## src/rtl/tdv_pkg.sv

```systemverilog
`timescale 1ns/1ps
package tdv_pkg;
  localparam int unsigned ADDR_W     = 64;
  localparam int unsigned TT_W       = 9;
  localparam int unsigned INSN_BYTES = 4;
  localparam int unsigned TT_SHIFT   = 5;
  localparam int unsigned RED_KEEP   = 8;
  localparam int unsigned HYP_KEEP   = 14;
  localparam int unsigned PRIV_KEEP  = 15;

  typedef logic [ADDR_W-1:0] addr_t;
  typedef logic [TT_W-1:0]   tt_t;

  typedef enum logic [1:0] {
    MODE_PRIV  = 2'd0,
    MODE_HYPER = 2'd1,
    MODE_RED   = 2'd2,
    MODE_ERROR = 2'd3
  } mode_e;

  typedef enum logic [1:0] {
    LVL_USER  = 2'd0,
    LVL_PRIV  = 2'd1,
    LVL_HYPER = 2'd2
  } lvl_e;

  localparam tt_t TT_RED_VEC  = tt_t'(5);
  localparam tt_t TT_WDOG_VEC = tt_t'(2);

  function automatic addr_t low_mask(input int unsigned keep);
    return (addr_t'(1) << keep) - addr_t'(1);
  endfunction

  function automatic addr_t tt_offset(input tt_t tt, input int unsigned keep);
    return (addr_t'(tt) << TT_SHIFT) & low_mask(keep);
  endfunction

  function automatic addr_t red_pc(input addr_t base, input tt_t tt);
    return base | tt_offset(tt, RED_KEEP);
  endfunction

  function automatic addr_t hyp_pc(input addr_t htba, input tt_t tt);
    return (htba & ~low_mask(HYP_KEEP)) | tt_offset(tt, HYP_KEEP);
  endfunction

  function automatic addr_t priv_pc(input addr_t tba, input tt_t tt, input logic deep);
    addr_t hi;
    hi = deep ? (addr_t'(1) << HYP_KEEP) : '0;
    return (tba & ~low_mask(PRIV_KEEP)) | hi | tt_offset(tt, HYP_KEEP);
  endfunction

  function automatic addr_t step_pc(input addr_t pc, input int unsigned n);
    return pc + addr_t'(n * INSN_BYTES);
  endfunction
endpackage

```

## src/rtl/tdv_level_decode.sv

```systemverilog
`timescale 1ns/1ps
module tdv_level_decode
  import tdv_pkg::*;
(
  input  logic priv_i,
  input  logic hpriv_i,
  output lvl_e lvl_o
);
  always_comb begin
    if (!priv_i)      lvl_o = LVL_USER;
    else if (!hpriv_i) lvl_o = LVL_PRIV;
    else              lvl_o = LVL_HYPER;
  end
endmodule

```

## src/rtl/tdv_mode_select.sv

```systemverilog
`timescale 1ns/1ps
module tdv_mode_select
  import tdv_pkg::*;
#(
  parameter int unsigned TL_W    = 3,
  parameter int unsigned MAX_TL  = 6,
  parameter int unsigned MAX_PTL = 2
) (
  input  logic [TL_W-1:0] tl_i,
  input  logic            red_i,
  input  logic            tgt_hyper_i,
  input  tt_t             tt_i,
  output mode_e           mode_o,
  output tt_t             vec_tt_o,
  output logic            deep_o,
  output logic            red_hit_o,
  output logic            err_hit_o,
  output logic            wdog_hit_o
);
  localparam logic [TL_W-1:0] TL_RED  = TL_W'(MAX_TL - 1);
  localparam logic [TL_W-1:0] TL_ERR  = TL_W'(MAX_TL);
  localparam logic [TL_W-1:0] TL_PCAP = TL_W'(MAX_PTL);

  assign red_hit_o  = red_i || (tl_i == TL_RED);
  assign err_hit_o  = !red_hit_o && (tl_i == TL_ERR);
  assign wdog_hit_o = !red_hit_o && !err_hit_o && !tgt_hyper_i && (tl_i > TL_PCAP);
  assign deep_o     = (tl_i != '0);

  always_comb begin
    mode_o   = MODE_PRIV;
    vec_tt_o = tt_i;
    if (red_hit_o) begin
      mode_o   = MODE_RED;
      vec_tt_o = TT_RED_VEC;
    end else if (err_hit_o) begin
      mode_o   = MODE_ERROR;
    end else if (wdog_hit_o) begin
      mode_o   = MODE_HYPER;
      vec_tt_o = TT_WDOG_VEC;
    end else if (tgt_hyper_i) begin
      mode_o   = MODE_HYPER;
    end
  end
endmodule

```

## src/rtl/tdv_vector_calc.sv

```systemverilog
`timescale 1ns/1ps
module tdv_vector_calc
  import tdv_pkg::*;
#(
  parameter addr_t       RED_BASE = 64'hFFFF_FFFF_F000_0000,
  parameter int unsigned N_SEQ    = 3
) (
  input  mode_e mode_i,
  input  tt_t   vec_tt_i,
  input  logic  deep_i,
  input  addr_t tba_i,
  input  addr_t htba_i,
  output addr_t seq_o [N_SEQ]
);
  addr_t base_pc;

  always_comb begin
    unique case (mode_i)
      MODE_RED:   base_pc = red_pc(RED_BASE, vec_tt_i);
      MODE_HYPER: base_pc = hyp_pc(htba_i, vec_tt_i);
      MODE_PRIV:  base_pc = priv_pc(tba_i, vec_tt_i, deep_i);
      default:    base_pc = '0;
    endcase
  end

  for (genvar k = 0; k < N_SEQ; k++) begin : g_seq
    assign seq_o[k] = (mode_i == MODE_ERROR) ? '0 : step_pc(base_pc, k);
  end
endmodule

```

## src/rtl/tdv_trap_dispatch.sv

```systemverilog
`timescale 1ns/1ps
module tdv_trap_dispatch
  import tdv_pkg::*;
#(
  parameter int unsigned TL_W     = 3,
  parameter int unsigned MAX_TL   = 6,
  parameter int unsigned MAX_PTL  = 2,
  parameter logic [63:0] RED_BASE = 64'hFFFF_FFFF_F000_0000
) (
  input  logic            clk,
  input  logic            rst_n,
  input  logic            req_i,
  input  logic [8:0]      trap_type_i,
  input  logic [TL_W-1:0] cur_tl_i,
  input  logic            pstate_priv_i,
  input  logic            hpstate_hpriv_i,
  input  logic            hpstate_red_i,
  input  logic            tgt_hyper_i,
  input  logic [63:0]     tba_i,
  input  logic [63:0]     htba_i,
  output logic            vld_o,
  output logic [1:0]      mode_o,
  output logic [8:0]      rec_tt_o,
  output logic [8:0]      vec_tt_o,
  output logic [1:0]      cur_lvl_o,
  output logic [63:0]     pc_o,
  output logic [63:0]     npc_o,
  output logic [63:0]     nnpc_o
);
  localparam int unsigned N_SEQ = 3;

  lvl_e  lvl_d;
  mode_e mode_d;
  tt_t   vec_tt_d;
  logic  deep_d;
  logic  red_hit, err_hit, wdog_hit;
  addr_t seq_d [N_SEQ];

  tdv_level_decode u_lvl (
    .priv_i  (pstate_priv_i),
    .hpriv_i (hpstate_hpriv_i),
    .lvl_o   (lvl_d)
  );

  tdv_mode_select #(.TL_W(TL_W), .MAX_TL(MAX_TL), .MAX_PTL(MAX_PTL)) u_sel (
    .tl_i        (cur_tl_i),
    .red_i       (hpstate_red_i),
    .tgt_hyper_i (tgt_hyper_i),
    .tt_i        (trap_type_i),
    .mode_o      (mode_d),
    .vec_tt_o    (vec_tt_d),
    .deep_o      (deep_d),
    .red_hit_o   (red_hit),
    .err_hit_o   (err_hit),
    .wdog_hit_o  (wdog_hit)
  );

  tdv_vector_calc #(.RED_BASE(RED_BASE), .N_SEQ(N_SEQ)) u_vec (
    .mode_i   (mode_d),
    .vec_tt_i (vec_tt_d),
    .deep_i   (deep_d),
    .tba_i    (tba_i),
    .htba_i   (htba_i),
    .seq_o    (seq_d)
  );

  mode_e mode_q;
  lvl_e  lvl_q;
  logic  vld_q;
  tt_t   rec_tt_q, vec_tt_q;
  addr_t pc_q, npc_q, nnpc_q;

  always_ff @(posedge clk or negedge rst_n) begin
    if (!rst_n) begin
      vld_q    <= 1'b0;
      mode_q   <= MODE_PRIV;
      lvl_q    <= LVL_USER;
      rec_tt_q <= '0;
      vec_tt_q <= '0;
      pc_q     <= '0;
      npc_q    <= '0;
      nnpc_q   <= '0;
    end else begin
      vld_q <= req_i;
      if (req_i) begin
        mode_q   <= mode_d;
        lvl_q    <= lvl_d;
        rec_tt_q <= trap_type_i;
        vec_tt_q <= vec_tt_d;
        pc_q     <= seq_d[0];
        npc_q    <= seq_d[1];
        nnpc_q   <= seq_d[2];
      end
    end
  end

  assign vld_o     = vld_q;
  assign mode_o    = mode_q;
  assign cur_lvl_o = lvl_q;
  assign rec_tt_o  = rec_tt_q;
  assign vec_tt_o  = vec_tt_q;
  assign pc_o      = pc_q;
  assign npc_o     = npc_q;
  assign nnpc_o    = nnpc_q;
endmodule

```

## config.mk

```make
export PLATFORM = sky130hd
export DESIGN_NAME = tdv_trap_dispatch
export DESIGN_NICKNAME = d
export VERILOG_FILES = /design/src/rtl/tdv_pkg.sv /design/src/rtl/tdv_level_decode.sv /design/src/rtl/tdv_mode_select.sv /design/src/rtl/tdv_vector_calc.sv /design/src/rtl/tdv_trap_dispatch.sv
export SDC_FILE = /design/constraint.sdc
export NUM_CORES = 1
export LEC_CHECK = 0
export CAP_MARGIN = 15
export CORE_ASPECT_RATIO = 0.5
export CORE_MARGIN = 8
export CORE_UTILIZATION = 48
export CTS_CLUSTER_SIZE = 16
export DETAILED_ROUTE_END_ITERATION = 10
export PLACE_DENSITY = 0.83
export SLEW_MARGIN = 20
export SYNTH_ARGS = -nofsm -noshare
export SYNTH_HDL_FRONTEND = slang
export SYNTH_HIERARCHICAL = 1
export SYNTH_SLANG_ARGS = --single-unit
```

## constraint.sdc

```tcl
create_clock -name clk -period 1 [get_ports clk]
set_input_delay 0.2 -clock clk [delete_from_list [all_inputs] [get_ports clk]]
set_output_delay 0.2 -clock clk [all_outputs]
set_load 0.01 [all_outputs]
```

After elaboration in Yosys (flattened, before gate mapping). Index checks and enable logic that the tools add are counted.

Add/sub/neg operators: 2. Multipliers: 0. Div/mod/pow operators: 0. Magnitude comparators: 1. Equal/unequal tests: 5. Shift operators: 0. Mux-type cells: 14. Bitwise operators: 3. Reduce and logical (&&, ||, !) cells: 10.

Operators by type and width (count): $mux W64 (3); $pmux W64 S3 (1); $or A64 B14 Y64 (2); $add A64 B3 Y64 const B (1); $add A64 B4 Y64 const B (1); $or A64 B64 Y64 (1); $mux W9 (3); $mux W15 (1); $mux W2 (5); $eq A3 B3 Y1 const B (2); $eq A2 B2 Y1 const B (2); $logic_and A1 B1 Y1 (4); $gt A3 B2 Y1 const B (1); $logic_not A1 Y1 (3); $reduce_bool A3 Y1 (1); $eq A2 B1 Y1 const B (1); $logic_not A2 Y1 (1); $logic_or A1 B1 Y1 (1); $mux W1 (1).

Register bits: 215. Bits in latches: 0. Memory bits (writable): 0. Memory bits (read-only): 0. Input port bits: 147. Output and inout bits: 215. Memories kept: 0.

Depth between registers and ports, before layout. Gate-level depths: netlist of run 1.

Depth in word-level cells: 15. Depth in mapped cells: 10. Gate-level depth less buffers: 5.

Cells and area by module. The synthesis of run 1 kept the hierarchy.

Modules (own cells, without submodules): tdv_trap_dispatch (instances 1, cells an instance 453, area each 8629.5 sq um); tdv_vector_calc (instances 1, cells an instance 260, area each 1931.9 sq um); tdv_mode_select (instances 1, cells an instance 35, area each 237.7 sq um); tdv_level_decode (instances 1, cells an instance 2, area each 16.3 sq um).

Worst setup path after synthesis of run 1. OpenSTA, ideal clock, no wires.

Kind: in2reg. From: input port cur_tl_i[0]. To: register npc_q[46], in the netlist npc_o[46]. Setup time: 0.125 ns. Data arrival time: 1.683 ns. Path slack: -0.808 ns. Cell stages on the path: 8. Buffers on the path: 4. Cells stage by stage: buf_6 > nand2b_1 > a31oi_1 > buf_4 > clkbuf_1 > o2bb2ai_1 > buf_4 > mux2_4.

RTL lines: start, declared (RTL line tdv_trap_dispatch.sv:14) `input logic [TL_W-1:0] cur_tl_i,`; end signal, assigned (RTL line tdv_trap_dispatch.sv:91) `npc_q <= seq_d[1];`; end, declared (RTL line tdv_trap_dispatch.sv:71) `addr_t pc_q, npc_q, nnpc_q;`.

Worst setup path after layout of run 1.
From: register nnpc_q[30], in the netlist nnpc_o[30]. To: output port nnpc_o[30].

RTL lines: start, declared (RTL line tdv_trap_dispatch.sv:71); start signal, assigned (RTL line tdv_trap_dispatch.sv:92) `nnpc_q <= seq_d[2];`; end, declared (RTL line tdv_trap_dispatch.sv:28) `output logic [63:0] nnpc_o`.

No word-level cell between the ends.

==> out/qor.yml, run 1 <==
area_growth_pct: 64.40
power_leakage_nw: 8.507
vias: 7914
initial_core_util_pct: 49.34
dp_hpwl_mm: 22.78
coreArea_sq_mm: 0.02187
path_class: "reg2out"
critical_path.top_delay_family: "flip-flops"
setup_ws_ns: -0.3178
hp-class: "in2reg"
synth_area_per_cell_sq_um: 14.46
place_congestion: 0.8239
hold_viol_final: 0
fmax_mhz: 758.8
cts_sinks: 215
ys_warn_count: 6
dieArea_sq_mm: 0.02782
pin_count: 362
port-buffer-count: 332
rsz0062_at_grt: "yes"
status: "complete, but fails checks"
critPathBufInv: 1
cts_tree: "yes"
syn-cell-area_sq_mm: 0.01079
drtAntennaViolNets: 0
cts_buffers: 21
path_clk_slew_ns: 0.08
drtIter0Drc: 498
drcViolationCount: 0
synthCells: 746
firstDrtPassIters: 4
drv_slew: 0
clock_path_buffers: 3
power.total_mw: 28.96
power_density_mw_per_mm2: 1632
antenna_found_initial: 5
worst_clock_skew_ns: 0
finalSetupTns_ns: -88.49
path_max_fanout: 2
peakVddDrop_mv: 1.242
clk_latency_ns: 0.51
h-tree-depth: 1
track_usage_pct: 22.82
dp.cells: 1357
period_minus_slack_ns: 1.318
first_global_vias: 8277
finalCritPeriodShare_pct: 131.8
whs_ns: 0.08541
cpPeakStageDelay_ns: 0.43
drive_above_1_share_pct: 70.84
worstSetupStartpointType: "flip-flop"
cp.arrival_ns: 1.12
seq_area_sq_mm: 0.005380
multi_input_area_sq_mm: 0.005220
violations: "negative setup slack"
maxCapViolCount: 0
die_y_microns: 122.0
worstSetupEndpointType: "primary output"
via_per_inst: 5.073
slowest_stage: "dfrtp_1"
n_fill_cell: 1054
fin_nets: 1388
gr-total-overflow: 0
worstPathRequired_ns: 0.80
final_common_cell: "buf_4"
cp_cell_sequence: "buf_2"
setup_violations: 406
grt_max_degree: 42
grt_pass1_wl_mm: 50.33
die_w_microns: 228.0
root_buffer: "clkbuf_16"
rows: 38
wl_per_cell_microns: 25.70
final_cells: 1560
most-common-layout-cells: "244 x buf_4, 215 x dfrtp_1, 200 x mux2_4, 161 x buf_6, 108 x clkdlybuf4s50_1"
drt-total-wl_mm: 40.09
-- cell type report --
type                            count  area share (%)
Timing Repair Buffer              635           33.85
Sequential cell                   215           30.33
Multi-Input combinational cell    366           29.43
Clock buffer                       26           3.068
Tap cell                          300           2.116
Clock inverter                     11           1.100
Antenna cell                        5         0.07053
Inverter                            2         0.04232
-- path summary, 6_finish.rpt --
kind	start	end	slack, ns	depth (start not counted)
worst min-delay path	trap_type_i[1]	rec_tt_o[1]$_DFFE_PN0P_	0.09	2
min in group asynchronous	rst_n	npc_o[9]$_DFFE_PN0P_	0.16	2
worst max-delay path	nnpc_o[30]$_DFFE_PN0P_	nnpc_o[30]	-0.32	1
worst min register to register	npc_o[63]$_DFFE_PN0P_	npc_o[63]$_DFFE_PN0P_	0.51	1
worst max register to register	npc_o[18]$_DFFE_PN0P_	npc_o[18]$_DFFE_PN0P_	-0.17	4
max in group asynchronous	rst_n	pc_o[7]$_DFFE_PN0P_	0.29	3
-- repair_timing --
item                                     CTS  global route
endpoints found under the setup margin   405           397
hold buffers                               1             0
gates resized for setup                 1057           217
endpoints found under the hold margin    215             0
cloned                                     6             4
pin swaps                                 11            24
setup buffers                             65           101
-- worst reg2reg max path: stages (launching register included) --
cell and delay (ns):
dfrtp_1 0.41, buf_4 0.14, buf_4 0.13, buf_4 0.12, mux2_4 0.27
-- flip-flops by register name (all words and copies together), names as in the netlist --
name       flops
vec_tt_o       9
cur_lvl_o      2
rec_tt_o       9
nnpc_o        64
vld_o          1
pc_o          64
npc_o         64
mode_o         2
-- through the flow --
stage          instance area, sq um  util (%)  setup WS [ns]
2_1_floorplan                 11110         -        -0.6329
3_3_place_gp                  14680     67.12         -1.100
3_5_place_dp                  14680     67.12         -1.211
4_1_cts                       15770     72.08        -0.2923
5_1_grt                       17740     81.11        -0.3288
6_report                      17740     81.11        -0.3178
-- power breakdown --
part | leakage [nW] | total, mW | internal, mW | switching [mW]
clock network | 0.348 | 8.94 | 5.21 | 3.73
registers | 2.56 | 10.6 | 9.78 | 0.865
logic | 5.60 | 9.37 | 5.73 | 3.64
-- layer usage --
metal | track usage [%] | part of all wire, % | wire length [microns]
met1 | 25.96 | 37 | 14970
met2 | 42.35 | 53 | 21320
met3 | 4.409 | 4.8 | 1926
met4 | 9.493 | 4.7 | 1874
met5 | 0 | 0 | 0
(Power assumes the default switching activity.)
==> inputs of run 2 (changes only) <==
--- a/config.mk
+++ b/config.mk
@@ -9,6 +9,7 @@
 export CORE_ASPECT_RATIO = 0.5
 export CORE_MARGIN = 8
 export CORE_UTILIZATION = 48
+export CTS_CLUSTER_DIAMETER = 40
 export CTS_CLUSTER_SIZE = 16
 export DETAILED_ROUTE_END_ITERATION = 10
 export PLACE_DENSITY = 0.83
==> out/qor.yml, run 2 (same netlist as run 1, synthesis figures left out) <==
grt_max_degree: 42  # unchanged
firstDrtPassIters: 5  # +1
cpPeakStageDelay_ns: 0.45  # +0.02 ns
place_congestion: 0.8239  # unchanged
power_leakage_nw: 8.708  # +2.4%
drtAntennaViolNets: 0  # unchanged
grt_pass1_wl_mm: 53.63  # +6.6%
clock_path_buffers: 3  # unchanged
area_growth_pct: 68.81
coreArea_sq_mm: 0.02187  # unchanged
initial_core_util_pct: 49.34  # unchanged
cp_cell_sequence: "buf_6"
sw_frac_of_total_pct: 30.07  # +1.6 points
hp-class: "in2reg"
worst_clock_skew_ns: 0  # unchanged
path_max_fanout: 2  # unchanged
finalCritPeriodShare_pct: 138.0  # +6.2 points
path_clk_slew_ns: 0.08  # about the same
gr-total-overflow: 0  # unchanged
most-common-layout-cells: "241 x buf_4, 215 x dfrtp_1, 201 x mux2_4, 175 x buf_6, 107 x clkdlybuf4s50_1"
p_sw_mw: 9.101  # +11%
period_minus_slack_ns: 1.380  # +0.06215 ns
worstPathRequired_ns: 0.80  # about the same
setup_ws_ns: -0.3800  # -0.06215 ns
path_class: "reg2out"
hold_viol_final: 0  # unchanged
wl_per_cell_microns: 26.52  # +3.2%
fin_nets: 1405  # +1.2%
drtIter0Drc: 505  # +1.4%
rsz0062_at_grt: "yes"
root_buffer: "clkbuf_16"
port-buffer-count: 332  # unchanged
power.share.combinational_pct: 32.0  # -0.4 points
min_from: "req_i"
pwr-share-clk_pct: 32.7  # +1.8 points
vias: 8131  # +2.7%
dp_hpwl_mm: 22.78  # unchanged
critPathBufInv: 1  # unchanged
critical_path.top_delay_family: "flip-flops"
timing.critical_path.from: "nnpc_o[41]$_DFFE_PN0P_"
reg2reg_from: "pc_o[7]$_DFFE_PN0P_"
status: "complete, but fails checks"
violations: "negative setup slack"
drive_above_1_share_pct: 71.90  # +1.1 points
cts_tree: "yes"
h-tree-depth: 1  # unchanged
drv_slew: 0  # unchanged
intPower_mw: 21.16  # +2.1%
worstSetupEndpointType: "primary output"
fmax_mhz: 724.7  # -4.5%
cts_sinks: 215  # unchanged
cts_buffers: 24  # +14%
final_cells: 1577  # +1.1%
maxCapViolCount: 0  # unchanged
via_per_inst: 5.156  # +1.6%
seqPwrFrac_pct: 35.3  # -1.5 points
dp.cells: 1357  # unchanged
clk_latency_ns: 0.55  # +0.04 ns
rows: 38  # unchanged
die_w_microns: 228.0  # unchanged
die_y_microns: 122.0  # unchanged
final_common_cell: "buf_4"
antenna_found_initial: 2  # -3
peakVddDrop_mv: 1.353  # +8.9%
dieArea_sq_mm: 0.02782  # unchanged
pin_count: 362  # unchanged
placed_area_sq_mm: 0.01468  # unchanged
slowest_stage: "dfrtp_1"
track_usage_pct: 24.67  # +1.9 points
cp.arrival_ns: 1.18  # +0.06 ns
worstSetupStartpointType: "flip-flop"
first_global_vias: 8802  # +6.3%
power_density_mw_per_mm2: 1661  # +1.8%
drcViolationCount: 0  # unchanged
final_area_sq_mm: 0.01822  # +2.7%
setup_violations: 403  # -0.74%
drt-total-wl_mm: 41.82  # +4.3%
-- run 2: changes by cell type in the layout (fill, tap and decap cells not counted), moves of 4 or more --
cell	before	now
buf_6	161	175
nor2_4	20	33
nor2_2	24	13
buf_12	25	31
clkbuf_1	5	0
o2bb2ai_2	4	0
o2bb2ai_4	32	36
-- run 2: final cells by class --
type	instances	area, sq um
inverters	2	7.507
fillers	981	3656
flip-flops and latches	215	5380
repair buffers	649	6230
clock inverters	17	260.3
clock buffers	25	614.3
well taps	300	375.4
diodes	3	7.507
multi-input cells	366	5340
-- run 2: layer usage --
metal	share of wire (%)	global-route usage [%]
met5	0	0
met4	6.3	13.64
met3	4.7	4.874
met2	52	44.68
met1	37	27.65
-- run 2: path summary, 6_finish.rpt --
path                                           end  cells after the start  slack, ns
max                                     nnpc_o[41]                      1      -0.38
min                                vld_o$_DFF_PN0_                      2       0.08
max in group asynchronous    npc_o[47]$_DFFE_PN0P_                      3       0.34
max reg2reg                    pc_o[7]$_DFFE_PN0P_                      4      -0.16
min in group asynchronous  vec_tt_o[2]$_DFFE_PN0P_                      2       0.12
min reg2reg                vec_tt_o[5]$_DFFE_PN0P_                      1       0.51
-- run 2: power groups by stage --
stage	combinational, mW	clock (mW)	sequential (mW)
global placement	7.23	0	10.6
global route	10.0	10.3	10.8
floorplan	3.14	0	11.0
detailed placement	7.41	0	10.6
CTS	8.34	9.78	10.5
finish	9.67	9.91	10.7
-- run 2: stage by stage --
| stage | utilization [%] | worst slack [ns] | power (mW) | hold WS (ns) | TNS [ns] |
|---|---|---|---|---|---|
| finish | 83.28 | -0.3800 | 30.26 | 0.08038 | -96.59 |
| global route | 83.28 | -0.3929 | 31.13 | 0.07099 | -101.94 |
| CTS | 76.72 | -0.3193 | 28.63 | 0.07065 | -82.52 |
| detailed placement | 67.12 | -1.211 | 18.01 | 0.1212 | -234.92 |
| global placement | 67.12 | -1.100 | 17.78 | 0.1207 | -218.25 |
| floorplan | - | -0.6329 | 14.15 | -0.09559 | -99.95 |
-- run 2: what timing repair did --
action                                  in CTS  in global routing
setup buffers                              113                 92
gates cloned                                11                  0
endpoints found under the setup margin     405                401
endpoints found under the hold margin      215                  0
pin swaps                                   23                 27
hold buffers                                 1                  0
resized for setup                         1128                199
